$ cat config.mk
export PLATFORM = sky130hd
export DESIGN_NAME = mgmt_serial_master
export DESIGN_NICKNAME = d
export VERILOG_FILES = /design/src/rtl/mdm_pkg.sv /design/src/rtl/mdm_clkdiv.sv /design/src/rtl/mdm_frame_engine.sv /design/src/rtl/mgmt_serial_master.sv
export SDC_FILE = /design/constraint.sdc
export NUM_CORES = 1
export LEC_CHECK = 0
export BUFFER_PORTS_ARGS = -buffer_cell sky130_fd_sc_hd__buf_2
export CORE_MARGIN = 2
export CORE_UTILIZATION = 30
export CTS_CLUSTER_DIAMETER = 50
export DETAILED_ROUTE_END_ITERATION = 16
export MAX_ROUTING_LAYER = met4
export PLACE_DENSITY = 0.55
export SLEW_MARGIN = 20
export SYNTH_ARGS = -nofsm -noshare
export SYNTH_HDL_FRONTEND = slang
export SYNTH_SLANG_ARGS = --single-unit
$ cat constraint.sdc
create_clock -name clk -period 2.9 [get_ports clk]
set_input_delay 0.145 -clock clk [delete_from_list [all_inputs] [get_ports clk]]
set_output_delay 0.145 -clock clk [all_outputs]
set_load 0.1 [all_outputs]
$ cat src/rtl/mdm_pkg.sv
package mdm_pkg;
    localparam int unsigned PHY_AW      = 5;
    localparam int unsigned REG_AW      = 5;
    localparam int unsigned MD_W        = 16;
    localparam int unsigned FRAME_BITS  = 64;
    localparam int unsigned PRE_BITS    = 32;
    localparam int unsigned TA_FIRST    = 46;
    localparam int unsigned DATA_FIRST  = 48;
    localparam int unsigned IDX_W       = $clog2(FRAME_BITS);

    localparam logic [2:0] OFS_CTRL = 3'd0;
    localparam logic [2:0] OFS_DIV  = 3'd1;
    localparam logic [2:0] OFS_PHY  = 3'd2;
    localparam logic [2:0] OFS_TXD  = 3'd3;
    localparam logic [2:0] OFS_RXD  = 3'd4;
    localparam logic [2:0] OFS_IRQ  = 3'd5;

    localparam logic [1:0] OP_WRITE = 2'b01;
    localparam logic [1:0] OP_READ  = 2'b10;
endpackage

$ cat src/rtl/mdm_clkdiv.sv
module mdm_clkdiv #(
    parameter int unsigned DIV_W = 8
) (
    input  logic             clk,
    input  logic             rst_n,
    input  logic             run,
    input  logic [DIV_W-1:0] div,
    output logic             mdc,
    output logic             rise_tick,
    output logic             fall_tick
);
    typedef struct packed {
        logic [DIV_W-1:0] cnt;
        logic             mdc;
    } div_t;

    div_t st_d, st_q;
    logic wrap;

    assign wrap      = run && (st_q.cnt == div);
    assign rise_tick = wrap && !st_q.mdc;
    assign fall_tick = wrap && st_q.mdc;
    assign mdc       = st_q.mdc;

    always_comb begin
        st_d = st_q;
        if (!run) begin
            st_d.cnt = '0;
            st_d.mdc = 1'b0;
        end else if (wrap) begin
            st_d.cnt = '0;
            st_d.mdc = !st_q.mdc;
        end else begin
            st_d.cnt = st_q.cnt + 1'b1;
        end
    end

    always_ff @(posedge clk or negedge rst_n) begin
        if (!rst_n) st_q <= '0;
        else        st_q <= st_d;
    end
endmodule

$ cat src/rtl/mdm_frame_engine.sv
module mdm_frame_engine
    import mdm_pkg::*;
(
    input  logic              clk,
    input  logic              rst_n,
    input  logic              launch,
    input  logic              launch_wr,
    input  logic [PHY_AW-1:0] launch_phy,
    input  logic [REG_AW-1:0] launch_reg,
    input  logic [MD_W-1:0]   launch_txd,
    input  logic              rise_tick,
    input  logic              fall_tick,
    input  logic              mdio_in,
    output logic              active,
    output logic              mdio_out,
    output logic              mdio_oe,
    output logic              done,
    output logic [MD_W-1:0]   rx_word
);
    localparam int unsigned HDR_W = FRAME_BITS - PRE_BITS;

    typedef struct packed {
        logic             active;
        logic             wr;
        logic [IDX_W-1:0] idx;
        logic [HDR_W-1:0] hdr;
        logic [MD_W-1:0]  rx;
    } eng_t;

    eng_t st_d, st_q;
    logic serial_bit;

    // Bits after the preamble come from the loaded word, MSB first.
    always_comb begin
        if (st_q.idx < IDX_W'(PRE_BITS)) serial_bit = 1'b1;
        else                             serial_bit = st_q.hdr[~st_q.idx[$clog2(HDR_W)-1:0]];
    end

    assign active   = st_q.active;
    assign mdio_out = !st_q.active || serial_bit;
    assign mdio_oe  = st_q.active && (st_q.wr || (st_q.idx < IDX_W'(TA_FIRST)));
    assign rx_word  = st_q.rx;

    always_comb begin
        st_d = st_q;
        done = 1'b0;
        if (!st_q.active) begin
            if (launch) begin
                st_d.active = 1'b1;
                st_d.wr     = launch_wr;
                st_d.idx    = '0;
                st_d.hdr    = {2'b01, (launch_wr ? OP_WRITE : OP_READ),
                               launch_phy, launch_reg, 2'b10, launch_txd};
                st_d.rx     = '0;
            end
        end else begin
            if (rise_tick && !st_q.wr && (st_q.idx >= IDX_W'(DATA_FIRST)))
                st_d.rx = {st_q.rx[MD_W-2:0], mdio_in};
            if (fall_tick) begin
                if (st_q.idx == IDX_W'(FRAME_BITS - 1)) begin
                    st_d.active = 1'b0;
                    done        = 1'b1;
                end else begin
                    st_d.idx = st_q.idx + 1'b1;
                end
            end
        end
    end

    always_ff @(posedge clk or negedge rst_n) begin
        if (!rst_n) st_q <= '0;
        else        st_q <= st_d;
    end
endmodule

$ cat src/rtl/mgmt_serial_master.sv
module mgmt_serial_master
    import mdm_pkg::*;
#(
    parameter int unsigned BUS_W  = 32,
    parameter int unsigned ADDR_W = 3,
    parameter int unsigned DIV_W  = 8
) (
    input  logic              clk,
    input  logic              rst_n,
    input  logic              wr_en,
    input  logic [ADDR_W-1:0] wr_addr,
    input  logic [BUS_W-1:0]  wr_data,
    input  logic [ADDR_W-1:0] rd_addr,
    output logic [BUS_W-1:0]  rd_data,
    output logic              mdc,
    output logic              mdio_out,
    output logic              mdio_oe,
    input  logic              mdio_in,
    output logic              irq
);
    localparam int unsigned CTRL_W = 3 + REG_AW;

    typedef struct packed {
        logic              wr_sel;
        logic [REG_AW-1:0] reg_num;
        logic [DIV_W-1:0]  div;
        logic [PHY_AW-1:0] phy;
        logic [MD_W-1:0]   txd;
        logic [MD_W-1:0]   rxd;
        logic              flag;
    } regs_t;

    regs_t regs_d, regs_q;
    logic  busy, launch, done, rise_tick, fall_tick;
    logic  [MD_W-1:0] rx_word;
    logic  ctrl_hit;

    assign ctrl_hit = wr_en && (wr_addr == ADDR_W'(OFS_CTRL)) && !busy;
    assign launch   = ctrl_hit && wr_data[0];

    mdm_clkdiv #(.DIV_W(DIV_W)) u_div (
        .clk       (clk),
        .rst_n     (rst_n),
        .run       (busy),
        .div       (regs_q.div),
        .mdc       (mdc),
        .rise_tick (rise_tick),
        .fall_tick (fall_tick)
    );

    mdm_frame_engine u_eng (
        .clk        (clk),
        .rst_n      (rst_n),
        .launch     (launch),
        .launch_wr  (wr_data[1]),
        .launch_phy (regs_q.phy),
        .launch_reg (wr_data[3 +: REG_AW]),
        .launch_txd (regs_q.txd),
        .rise_tick  (rise_tick),
        .fall_tick  (fall_tick),
        .mdio_in    (mdio_in),
        .active     (busy),
        .mdio_out   (mdio_out),
        .mdio_oe    (mdio_oe),
        .done       (done),
        .rx_word    (rx_word)
    );

    always_comb begin
        regs_d = regs_q;
        if (ctrl_hit) begin
            regs_d.wr_sel  = wr_data[1];
            regs_d.reg_num = wr_data[3 +: REG_AW];
        end
        if (wr_en && !busy && (wr_addr == ADDR_W'(OFS_DIV))) regs_d.div = wr_data[DIV_W-1:0];
        if (wr_en && !busy && (wr_addr == ADDR_W'(OFS_PHY))) regs_d.phy = wr_data[PHY_AW-1:0];
        if (wr_en && (wr_addr == ADDR_W'(OFS_TXD)))           regs_d.txd = wr_data[MD_W-1:0];
        if (wr_en && (wr_addr == ADDR_W'(OFS_IRQ)) && wr_data[0]) regs_d.flag = 1'b0;
        if (done) begin
            regs_d.flag = 1'b1;
            if (!regs_q.wr_sel) regs_d.rxd = rx_word;
        end
    end

    always_ff @(posedge clk or negedge rst_n) begin
        if (!rst_n) regs_q <= '0;
        else        regs_q <= regs_d;
    end

    always_comb begin
        rd_data = '0;
        case (rd_addr)
            ADDR_W'(OFS_CTRL): rd_data[CTRL_W-1:0] = {regs_q.reg_num, 1'b0, regs_q.wr_sel, busy};
            ADDR_W'(OFS_DIV):  rd_data[DIV_W-1:0]  = regs_q.div;
            ADDR_W'(OFS_PHY):  rd_data[PHY_AW-1:0] = regs_q.phy;
            ADDR_W'(OFS_TXD):  rd_data[MD_W-1:0]   = regs_q.txd;
            ADDR_W'(OFS_RXD):  rd_data[MD_W-1:0]   = regs_q.rxd;
            ADDR_W'(OFS_IRQ):  rd_data[0]          = regs_q.flag;
            default:           rd_data = '0;
        endcase
    end

    assign irq = regs_q.flag;
endmodule

* Word-level counts from Yosys, hierarchy flattened
Index checks and enable logic that the tools add are counted.
Storage, ports and cells: output and inout port bits 36, flip-flop bits (word level) 115, word-level logic and storage cells 91, bits of input ports 42
Operators by class: magnitude comparators 4, reduce and logical (&&, ||, !) cells 28, eq/ne operators 15, add/sub/neg operators 2, muxes and demuxes 25, bitwise gates (word level) 3
Operators with widths (number):
- two-way mux 56 bit | 1
- two-way mux 16 bit | 2
- one-hot mux 4 bit (5 select lines) | 1
- two-way mux 6 bit | 3
- one-hot mux 8 bit (2 select lines) | 1
- logical AND 1 bit | 15
- equality test 3 x 2 -> 1 bit (second input constant) | 4
- less-than comparator 6 bit (second input constant) | 2
- one-hot mux 3 bit (4 select lines) | 1
- two-way mux 1 bit | 11
- equality test 3 bit (second input constant) | 3
- two-way mux 9 bit | 1
- adder 8 x 1 -> 8 bit (second input constant) | 1
- equality test 8 bit | 1
- two-way mux 8 bit | 1
- != test 2 bit (second input constant) | 4
- adder 6 x 1 -> 6 bit (second input constant) | 1
- equality test 3 x 1 -> 1 bit (second input constant) | 2
- equality test 6 bit (second input constant) | 1
- greater-or-equal comparator 6 bit (second input constant) | 1
- zero test 3 bit | 2
- less-than comparator 5 x 6 -> 1 bit (second input constant) | 1
- one-hot mux 1 bit (6 select lines) | 1
- AND reduction 2 bit | 3
- other kinds (8) | 13

* Logic depth before layout (Yosys ltp)
Gate-level depths: netlist of the first run.
word-level depth 7, mapped depth 7, mapped depth without buffers 6

* Cells and area by module
A second synthesis of the first run with hierarchy kept.
Unflattened totals: cells, all modules 510, area, all modules 5524.0 um^2
By module, submodules not included:
- mdm_frame_engine | area an instance 2519.9 um^2, cells each 273, seq. area each 1301.2 um^2, instances 1
- mgmt_serial_master | area an instance 2511.2 um^2, cells each 188, seq. area each 1301.2 um^2, instances 1
- mdm_clkdiv | area an instance 493.0 um^2, cells each 49, seq. area each 225.2 um^2, instances 1

* Worst setup path before layout of the first run
No wires, ideal clock.
path type register -> output, start point register regs_q[0] (netlist: irq), end point output rd_data[0], setup slack -602 ps, cell stages (with the launch flop) 3, data arrival time 3357 ps, required time 2755 ps, buffers on the path 0, cell sequence dfrtp_1 > mux2i_1 > o31ai_1
Between the ends: cells in the longest elaborated chain, start to end 1
RTL lines:
- start: declaration | RTL line mgmt_serial_master.sv:33 | regs_t regs_d, regs_q;
- start signal: assignment | RTL line mgmt_serial_master.sv:87 | else regs_q <= regs_d;
- one-hot mux 1 bit (6 select lines) | RTL line mgmt_serial_master.sv:92 | case (rd_addr)
- end: declaration | RTL line mgmt_serial_master.sv:14 | output logic [BUS_W-1:0] rd_data,
Every way passes these cells.

* Worst setup path after layout of the first run
start point register u_eng.st_q[48] (netlist bit), end point output mdio_out
Between the ends: cells in the longest elaborated chain, start to end 5, elaborated cells between the ends (all ways) 6, those cells by class order compare (1); mux (3); bitwise (1); reduce/logical (1)
RTL lines:
- start: declaration | RTL line mdm_frame_engine.sv:30 | eng_t st_d, st_q;
- start signal: assignment | RTL line mdm_frame_engine.sv:72 | else st_q <= st_d;
- NOT 5 bit | RTL line mdm_frame_engine.sv:36 | else serial_bit = st_q.hdr[~st_q.idx[$clog2(HDR_W)-1:0]];
- binary-select mux 1 bit (select 5 bit) | RTL line mdm_frame_engine.sv:36
- two-way mux 1 bit (not written as such) | RTL line mdm_frame_engine.sv:36
- two-way mux 1 bit (*) | RTL line mdm_frame_engine.sv:35 | if (st_q.idx < IDX_W'(PRE_BITS)) serial_bit = 1'b1;
- logical OR 1 bit (*) | RTL line mdm_frame_engine.sv:40 | assign mdio_out = !st_q.active || serial_bit;
- end: declaration | RTL line mgmt_serial_master.sv:16 | output logic mdio_out,
Every way passes the cells marked *; elsewhere a longest branch is shown, timed or not. The select of a mux whose other input is x is not followed.

==> metrics.cfg, run 1 <==
[floorplanning]
die_w_um=139
ios=78
coreArea_um2=18000
die_h_um=139
num_rows=49
die_area_um2=19400
start_util_pct=30.5

[placed_design]
pre_cts_slack_ns=0.546
dp_cells=753
dp_hpwl_um=8990
portBuffers=45
gp_congestion=0.798

[critical_path]
end_kind=output port
crit_path_top_delay_cell=mux4_2
r2r-start=u_div.st_q[4]$_DFF_PN0_
reg2reg_depth=6
crit_path_max_fanout=9
cp.arrival_ns=2.46
path_class=reg2out
path_cells=buf_4 -> mux4_2 -> mux2i_1 -> mux2i_1 -> o31a_1 -> clkbuf_4
crit_path_frequent_cell=mux2i_1
cp_data_required_time_ns=2.76
reg2reg_setup_slack_ns=0.66
r2r_end=regs_q[16]$_DFFE_PN0P_
critPathMaxStageDelay_ns=0.51
worstSetupStartpointType=flip-flop

[drt]
firstDrtPassIters=4
drtIter0Drc=201
drc=0
routed_via_density=4.69
wl_per_cell_um=16.2
vias=3744
ant_nets=0
wirelength_um=12900

[timing]
final.setup.tns_ns=0
rsz0062_at_grt=false
setup-violations-final=0
relSlewSlack_pct=49.0
setup_slack_ns=0.299
max_freq_ghz=0.384
slew_viol_final=0
final.period_utilization_pct=89.7
fin_skew_ns=0.0116
worst_slew_pin_slew_ns=0.763
hold_viol=0
fin_crit_ns=2.60
holdWs_ns=0.0122

[global_routing]
grt_overflow=0
grt_pass1_wl_um=21300
grt_pass1_vias=3899
antenna_found_initial=0
grt_max_degree=46
grt_usage_pct=14.6

[yosys]
synth-simple-area-share_pct=13.9
synth_top_area_share_pct=51.6
synth_warnings=0
ys_dominant_reg_cell=dfrtp_1
synth_top_family_by_area=multiplexers
synth_mux_area_share_pct=20.7
ys_ff_latch=113
synth_adder_area_share_pct=0.457
synth_area_leaders=dfrtp_1, mux2_2, nand2_1
synth_xor_area_share_pct=2.40
synth_edf_count=0
synth-compound-area-share_pct=4.89
synth_cell_types=43
syn_area_um2=5480
synth_cells=497
yosysTopAreaCell=dfrtp_1
seq_area_frac_synth_pct=51.6
syn_area_per_cell_um2=11.0
synthArstFlopShare_pct=100

[cells_and_area]
syn_to_final_growth_pct=21.8
fillerInstances=1766
nets=601
finalNonFillerCells=799
diodes=0
drive_gt1_share_pct=27.7
fin_util_pct=37.2

[power_and_ir_drop]
p_per_area_nw_per_um2=841
p_leak_nw=3.31
vdd_drop_max_mv=0.600

[worst_hold_path]
min_to=regs_q[40]$_DFFE_PN0P_
min_path_cells=2
hold_path.class=in2reg
hold_start=wr_data[2]

[outcome]
status=finished, final reports clean

[clock_tree]
clk_latency_ns=0.42
clk_pin_slew_worst_paths_ns=0.06
tritoncts=done
cts_htree_levels=4
cts-root-buf=clkbuf_16
clockBufferDepth=2
clock_sinks=113
cts_buffers=17

[flow_run]
maxCapViolCount=0

[final cells by class]
class	count	area, um^2	area share [%]
clock buffers	18	439	6.58
clock inverters	14	186	2.79
inverters	21	78.8	1.18
multi-input cells	335	2390	35.9
flip-flops and latches	113	2830	42.4
well taps	229	287	4.29
repair buffers	69	459	6.88
[Yosys cell counts, types with 3 or more instances]
cell type and instances:
a22o_1 8, dfrtp_1 113, and3_1 6, nor2_1 14, o21ai_0 10, buf_4 17, and2_1 3, mux2i_1 31
mux2_4 10, nand3_1 11, buf_2 3, nor2b_1 3, xor2_1 14, mux4_2 9, nand4_1 5, nand2_1 114
or3_1 3, clkbuf_1 21, mux2_2 42, inv_1 21, a21oi_1 8
[worst max path at each step]
stage / cells after the start / from / slack [ns] / end
3_5_place_dp: 6 / u_eng.st_q[48]$_DFFE_PN0P_ / 0.55 / mdio_out
6_report: 6 / u_eng.st_q[48]$_DFFE_PN0P_ / 0.30 / mdio_out
5_1_grt: 6 / u_eng.st_q[48]$_DFFE_PN0P_ / 0.17 / mdio_out
2_1_floorplan: 2 / irq$_DFFE_PN0P_ / 0.24 / rd_data[0]
3_3_place_gp: 6 / u_eng.st_q[48]$_DFFE_PN0P_ / 0.58 / mdio_out
4_1_cts: 6 / u_eng.st_q[48]$_DFFE_PN0P_ / 0.1 / mdio_out
[kinds of logic (layout without fill, tap and decap cells)]
kind of cell,count (synthesis),count (layout)
simple gates,171,171
other cells,1,16
compound gates,39,39
mux,92,92
flops,113,113
xor+xnor,15,15
buf+inv,64,122
fa+ha+maj,2,2
[critical path, delay by kind of cell, from the launching register on]
family / cells / cell delay, ns
muxes: 3 / 0.75
buffers and inverters: 2 / 0.52
DFF: 1 / 0.49
AOI/OAI and AO/OA: 1 / 0.28
[metrics by stage]
step	instance area [um^2]	power, mW
6_report	6670	5.61
5_1_grt	6670	5.91
3_5_place_dp	5900	3.41
3_3_place_gp	5900	3.37
4_1_cts	6660	5.67
2_1_floorplan	5550	3.11
[sequential cells by signal (all words and copies together), names as in the netlist]
signal	cells
u_div.mdc	1
u_eng.st_q	35
irq	1
u_eng.rx_word	16
regs_q	51
u_eng.active	1
u_div.st_q	8
[report_power, final]
group          internal (mW)  leakage (nW)  total [mW]  switching [mW]
Sequential              1.93          1.44        2.25           0.320
Clock                   1.45         0.306        2.22           0.762
Combinational          0.433          1.56        1.15           0.712
Total                   3.82          3.31        5.61            1.79
[cell usage in the layout (no fill, tap or decap), types with 3 or more instances in the layout]
cell and n:
nand3_1 11, mux4_2 9, o21ai_0 8, dfrtp_1 112, clkinv_2 5, nor2_1 14
nor2b_1 3, conb_1 16, xor2_1 14, clkbuf_16 17, buf_2 43, dlygate4sd3_1 13
and2_1 3, and3_1 6, a21oi_1 8, a22o_1 8, mux2i_1 31, nand4_1 5
buf_4 10, mux2_2 42, inv_1 21, nand2_1 114, mux2_4 10, or3_1 3
bufinv_16 4
[metal layers]
layer	vias up	wire, um	global-route usage, %
met1	1866	6430	20.1
met2	89	5790	20.8
met5	-	0	-
met4	0	174	4.89
met3	11	553	3.94
li1	1778	-	-
[repair_timing]
item,4_1_cts,5_1_grt
hold buffers,13,0
endpoints found under the setup margin,0,1
resized for setup,0,2
endpoints found under the hold margin,55,0
buffers inserted,0,0
Power figures use the tool's default switching activity.
==> inputs of run 2 (changes only) <==
==> constraint.sdc (replaced) <==
create_clock -name clk -period 3.1 [get_ports clk]
set_input_delay 0.155 -clock clk [delete_from_list [all_inputs] [get_ports clk]]
set_output_delay 0.155 -clock clk [all_outputs]
set_load 0.1 [all_outputs]
==> run 2 against run 1 <==
Register-to-register slack improved by 0.02 ns. Clock power decreased by 14%. Cell count decreased by 0.63%. Combinational power decreased by 9%. Clock skew decreased by 0.0036 ns. Flip-flop and latch count unchanged. Critical endpoint unchanged. Design area decreased by 1.7%. Non-clock buffer count decreased by 5. Wire length decreased by 3.9%. Critical path type unchanged. Sequential share of layout area increased by 0.70 points. Via count increased by 0.83%.
==> metrics.cfg, run 2 (synthesis gave the netlist of run 1 again) <==
[outcome]
status=finished, final reports clean

[critical_path]
reg2reg_setup_slack_ns=0.68  ; +0.02 ns
critPathMaxStageDelay_ns=0.72  ; +0.21 ns
path_class=reg2out
crit_path_top_delay_cell=dfrtp_1
r2r-start=u_eng.st_q[48]$_DFFE_PN0P_
crit_path_max_fanout=12  ; +3
path_cells=mux4_2 -> mux2_2 -> a21oi_1 -> o21ai_0 -> o31a_1 -> buf_2
reg2reg_depth=6  ; unchanged
worstSetupStartpointType=flip-flop
end_kind=output port
cp_data_required_time_ns=2.94  ; +0.18 ns
r2r_end=regs_q[1]$_DFFE_PN0P_
cp.arrival_ns=2.70  ; +0.24 ns

[cells_and_area]
drive_gt1_share_pct=27.1  ; -0.64 points
syn_to_final_growth_pct=19.8
final_area_um2=6560  ; -1.7%
regMostFlops=regs_q
nets=596  ; -0.83%
final_cell_mix=nand2_1, dfrtp_1, buf_2
diodes=0  ; unchanged
largest_reg_flops=51  ; unchanged
finalNonFillerCells=794  ; -0.63%
fin_util_pct=36.5  ; -0.62 points

[timing]
fin_skew_ns=0.00800  ; -0.00361 ns
fin_crit_ns=2.85
max_freq_ghz=0.351
setup-violations-final=0  ; unchanged
worst_slew_pin_slew_ns=0.967  ; +0.205 ns
setup_slack_ns=0.248  ; -0.0507 ns
slew_viol_final=0  ; unchanged
rsz0062_at_grt=false
final.period_utilization_pct=92.0
hold_viol=0  ; unchanged
final.setup.tns_ns=0  ; unchanged
relSlewSlack_pct=35.2  ; -14 points

[floorplanning]
die_w_um=139  ; unchanged
die_h_um=139  ; unchanged
die_area_um2=19400  ; unchanged
start_util_pct=30.5  ; unchanged
ios=78  ; unchanged
coreArea_um2=18000  ; unchanged
num_rows=49  ; unchanged

[clock_tree]
clk_pin_slew_worst_paths_ns=0.05  ; about the same
cts.repair.resized=0  ; unchanged
cts-root-buf=clkbuf_16
clk_latency_ns=0.41  ; about the same
clockBufferDepth=2  ; unchanged
clock_sinks=113  ; unchanged
cts_buffers=17  ; unchanged
cts_htree_levels=4  ; unchanged
tritoncts=done

[worst_hold_path]
hold_start=wr_data[6]
min_to=u_eng.st_q[37]$_DFFE_PN0P_
min_path_cells=3  ; +1
hold_path.class=in2reg

[placed_design]
pre_cts_slack_ns=0.683  ; +0.137 ns
dp_cells=751  ; -0.27%
gp_congestion=0.807  ; +1.1%
portBuffers=45  ; unchanged
dp_hpwl_um=8770  ; -2.4%
postPlaceCellArea_um2=5870  ; -0.59%

[global_routing]
grt_pass1_wl_um=20200  ; -5.2%
grt_pass1_vias=3825  ; -1.9%
grt_usage_pct=13.8  ; -0.81 points
antenna_found_initial=0  ; unchanged
grt_max_degree=60  ; +30%
grt_overflow=0  ; unchanged

[power_and_ir_drop]
p_int_mw=3.44  ; -9.9%
seqPwrFrac_pct=41.7  ; +1.6 points
switching_share_pct=32.2  ; +0.20 points
p_leak_nw=3.27  ; -1.3%
p_per_area_nw_per_um2=772  ; -8.1%
combPwrFrac_pct=20.8  ; +0.4 points
clockPowerShare_pct=37.5  ; -2.0 points
vdd_drop_max_mv=0.460  ; -23%
power_switching_mw=1.63  ; -9.1%

[drt]
wirelength_um=12400  ; -3.9%
firstDrtPassIters=4  ; unchanged
ant_nets=0  ; unchanged
vias=3775  ; +0.83%
drc=0  ; unchanged
routed_via_density=4.75  ; +1.5%
drtIter0Drc=165  ; -18%
wl_per_cell_um=15.7  ; -3.3%

[flow_run]
maxCapViolCount=0  ; unchanged

[run 2: final cells by class]
type | instances | area (um^2)
fill | 1764 | 11400
sequential | 113 | 2830
multi-input combinational | 335 | 2390
clock buffer | 21 | 470
timing repair buffer | 64 | 398
tap | 229 | 287
clock inverter | 11 | 111
inverter | 21 | 78.8
[run 2: worst max path at each step]
stage                     cells after the start    endpoint  slack, ns                       start
after floorplan                               3  rd_data[6]       0.02                  rd_addr[1]
after global placement                        6    mdio_out       0.69  u_eng.st_q[48]$_DFFE_PN0P_
after detailed placement                      6    mdio_out       0.68  u_eng.st_q[48]$_DFFE_PN0P_
after CTS                                     6    mdio_out       0.24  u_eng.st_q[48]$_DFFE_PN0P_
after global routing                          6    mdio_out       0.12  u_eng.st_q[48]$_DFFE_PN0P_
final                                         6    mdio_out       0.25  u_eng.st_q[48]$_DFFE_PN0P_
[run 2: worst max-delay path: cells and delay by family, from the launching register on]
kind,cells,cell delay (ns)
compound gates,3,0.37
buf+inv,1,0.29
flops,1,0.72
mux,2,0.89
[run 2: repair_timing]
item,CTS,global route
endpoints found under the hold margin,67,0
hold buffers,11,0
setup endpoints to repair,0,0
buffers inserted,0,0
[run 2: power by group through the flow]
| stage | Sequential [mW] | Clock, mW | Combinational [mW] |
|---|---|---|---|
| 2_1_floorplan | 2.03 | 0 | 0.874 |
| 3_3_place_gp | 2.12 | 0 | 1.03 |
| 3_5_place_dp | 2.13 | 0 | 1.05 |
| 4_1_cts | 2.11 | 1.94 | 1.07 |
| 5_1_grt | 2.16 | 2.02 | 1.15 |
| 6_report | 2.11 | 1.90 | 1.05 |
[run 2: routing by layer]
metal	vias up	part of all wire, %	global-route usage [%]	wire length (um)
li1	1765	-	-	-
met1	1908	49	18.1	6040
met2	86	46	20.5	5710
met3	16	4.0	4.07	499
met4	0	1.5	4.52	187
met5	-	0	-	0
[run 2: stage by stage]
step	hold slack, ns	power, mW
2_1_floorplan	-0.141	2.90
3_3_place_gp	0.261	3.15
3_5_place_dp	0.271	3.18
4_1_cts	0.00298	5.12
5_1_grt	0.0140	5.33
6_report	0.00821	5.07
==> inputs of run 3 (changes only) <==
--- a/config.mk
+++ b/config.mk
@@ -5,11 +5,13 @@
 export SDC_FILE = /design/constraint.sdc
 export NUM_CORES = 1
 export LEC_CHECK = 0
+export ABC_AREA = 1
 export BUFFER_PORTS_ARGS = -buffer_cell sky130_fd_sc_hd__buf_2
 export CORE_MARGIN = 2
 export CORE_UTILIZATION = 30
 export CTS_CLUSTER_DIAMETER = 50
 export DETAILED_ROUTE_END_ITERATION = 16
+export GPL_ROUTABILITY_DRIVEN = 1
 export MAX_ROUTING_LAYER = met4
 export PLACE_DENSITY = 0.55
 export SLEW_MARGIN = 20
==> run 3 against run 2 <==
Global-route usage increased by 1.7 points. Synthesized cell count rose by 46%. Die area is 3.8% higher. Non-clock buffer count is 2 higher. Wire length rose by 15%. Combinational power increased by 17%. Core utilization is 0.41 points lower. Cell count up 29%. Largest cell class unchanged. Largest power group unchanged. Highest routed layer unchanged.
==> metrics.cfg, run 3 <==
[outcome]
status=finished, final reports clean

[floorplanning]
die_w_um=142  ; +1.9%
die_h_um=142  ; +1.9%
start_util_pct=30.5  ; about the same
die_area_um2=20100  ; +3.8%
ios=78  ; unchanged
coreArea_um2=18600  ; +3.8%
num_rows=50  ; +2.0%

[cells_and_area]
fillerInstances=1962  ; +11%
syn_to_final_growth_pct=18.4
finalNonFillerCells=1027  ; +29%
drive_gt1_share_pct=13.7  ; -13 points
multiInputGateArea_um2=2320  ; -2.9%
final_cell_mix=nand2_1, dfrtp_1, inv_1
regMostFlops=regs_q
final_area_um2=6730  ; +2.6%
diodes=0  ; unchanged
mostFrequentLayoutCell=nand2_1
largest_reg_flops=51  ; unchanged
nets=825  ; +38%
seq_area_um2=2830  ; unchanged

[yosys]
synthTopCellsByCount=nand2_1, dfrtp_1, inv_1
ys_dominant_reg_cell=dfrtp_1
ys_ff_latch=113  ; unchanged
synth_cells=728  ; +46%
synth_top_area_share_pct=49.7  ; -1.9 points
synthArstFlopShare_pct=100  ; unchanged
syn_area_per_cell_um2=7.81  ; -29%
synth_warnings=0  ; unchanged
synth_area_leaders=dfrtp_1, nand2_1, o21ai_0
yosysTopAreaCell=dfrtp_1
synth_cell_types=38  ; -12%
seq_area_frac_synth_pct=49.7  ; -1.9 points
synth_most_common_cell=nand2_1
syn_area_um2=5690  ; +3.9%
synth_edf_count=0  ; unchanged

[critical_path]
cp.arrival_ns=2.55  ; -0.15 ns
worst-path-buf-inv=2  ; +1
critPathMaxStageDelay_ns=0.70  ; -0.02 ns
cpLargestDelayFamily=buffers and inverters
path_class=reg2out
path_cells=clkinv_1 -> nand2_1 -> nand3_1 -> nand4_1 -> nand3_1 -> nand2_1 -> nand2_1 -> nand3b_1 -> buf_2
crit_path_top_delay_cell=dfrtp_1
worstSetupStartpointType=flip-flop
end_kind=output port
crit_path_frequent_cell=nand2_1
cp_data_required_time_ns=2.94  ; about the same
crit_path_max_fanout=18  ; +6

[placed_design]
pre_cts_slack_ns=0.726  ; +0.0431 ns
postPlaceCellArea_um2=6080  ; +3.6%
dp_cells=985  ; +31%
gp_congestion=0.856  ; +6.1%
dp_hpwl_um=10200  ; +16%
portBuffers=45  ; unchanged

[power_and_ir_drop]
p_per_area_nw_per_um2=746  ; -3.4%
p_leak_nw=3.54  ; +8.5%
vdd_drop_max_mv=0.336  ; -27%
power_mw=5.03  ; -0.85%

[timing]
final.setup.tns_ns=0  ; unchanged
max_freq_ghz=0.369  ; +5.3%
relSlewSlack_pct=56.6  ; +21 points
rsz0062_at_grt=false
fin_skew_ns=0.0125  ; +0.00446 ns
fin_crit_ns=2.71  ; -0.142 ns
setup_slack_ns=0.391  ; +0.142 ns
hold_viol=0  ; unchanged
worst_slew_pin_slew_ns=0.650  ; -0.317 ns
setup-violations-final=0  ; unchanged
final.period_utilization_pct=87.4  ; -4.6 points
slew_viol_final=0  ; unchanged

[worst_hold_path]
hold_path.class=in2reg

[drt]
firstDrtPassIters=6  ; +2
m1WireLength_um=6810  ; +13%
maxUsedRoutingLayer=met4
wl_per_cell_um=14.0  ; -11%
drc=0  ; unchanged
routed_via_density=4.57  ; -3.8%
ant_nets=0  ; unchanged
wirelength_um=14400  ; +15%
vias=4697  ; +24%
wl_met2_um=6790  ; +19%
drtIter0Drc=363  ; +120%
wl_met3_um=552  ; +11%

[clock_tree]
clockBufferDepth=2  ; unchanged
clk_latency_ns=0.43  ; +0.02 ns
tritoncts=done
cts_buffers=17  ; unchanged
clock_sinks=113  ; unchanged
clk_pin_slew_worst_paths_ns=0.05  ; about the same
post_cts_buffers=0  ; unchanged
cts-root-buf=clkbuf_16
cts_htree_levels=4  ; unchanged

[global_routing]
grt_overflow=0  ; unchanged
antenna_found_initial=0  ; unchanged
grt_pass1_wl_um=23100  ; +15%
grt_pass1_vias=4413  ; +15%
grt_max_degree=53  ; -12%
grt_usage_pct=15.5  ; +1.7 points

[flow_run]
maxCapViolCount=0  ; unchanged

## run 3: cell types whose count changed after synthesis, sizes merged, moves of 10 or more
| cell | change |
|---|---|
| xor2 | -10 |
| inv | +62 |
| nand3 | +47 |
| nand4 | +19 |
| mux2i | -31 |
| nand2 | +117 |
| o21ai | +69 |
| buf | +11 |
| mux2 | -52 |
| nor2 | +35 |
## run 3: final timing paths
kind	from	end	slack (ns)	cells past startpoint
setup / recovery	u_eng.st_q[48]$_DFFE_PN0P_	mdio_out	0.39	9
setup reg to reg	u_eng.active$_DFF_PN0_	u_eng.st_q[50]$_DFFE_PN0P_	0.76	12
max in group asynchronous	rst_n	u_div.mdc$_DFFE_PN0P_	2.07	3
hold reg to reg	regs_q[8]$_DFFE_PN0P_	regs_q[8]$_DFFE_PN0P_	0.47	2
min in group asynchronous	rst_n	u_eng.st_q[43]$_DFFE_PN0P_	0.22	2
hold / removal	wr_data[2]	regs_q[19]$_DFFE_PN0P_	0.04	3
## run 3: repair_timing
item / CTS / global route
hold buffers: 11 / 0
gates resized for setup: 0 / 0
hold endpoints to repair: 40 / 0
## run 3: final cells by class
cell class                      count  area share (%)
Inverter                           86            4.79
Clock inverter                     12            1.37
Sequential cell                   113            42.0
Multi-Input combinational cell    497            34.4
Timing Repair Buffer               66            6.32
Clock buffer                       19            6.73
Tap cell                          234            4.35
## run 3: power breakdown
part,total [mW],internal (mW),switching [mW]
logic,1.23,0.353,0.875
registers,2.01,1.75,0.256
clock network,1.79,1.12,0.672
## run 3: cell families after synthesis
logic type      share of synthesized area, %
flops                                   49.7
other cells                           0.0659
simple gates                            28.5
buf+inv                                 10.5
compound gates                          9.57
xor+xnor                                1.23
fa+ha+maj                              0.440
## run 3: metal layers
metal	GRT usage, %	vias up
li1	-	2411
met1	19.9	2177
met2	23.9	90
met3	3.61	19
met4	6.00	0
met5	-	-
## run 3: through the flow
stage                     utilization, %  hold slack [ns]
after floorplan                        -           -0.141
after global placement              32.6            0.130
after detailed placement            32.6            0.134
after CTS                           36.1           0.0256
after global routing                36.1           0.0509
final                               36.1           0.0401
## run 3: worst min-delay path, cell delays in order
cell     delay, ns
buf_2         0.09
inv_1         0.08
o21ai_0       0.09
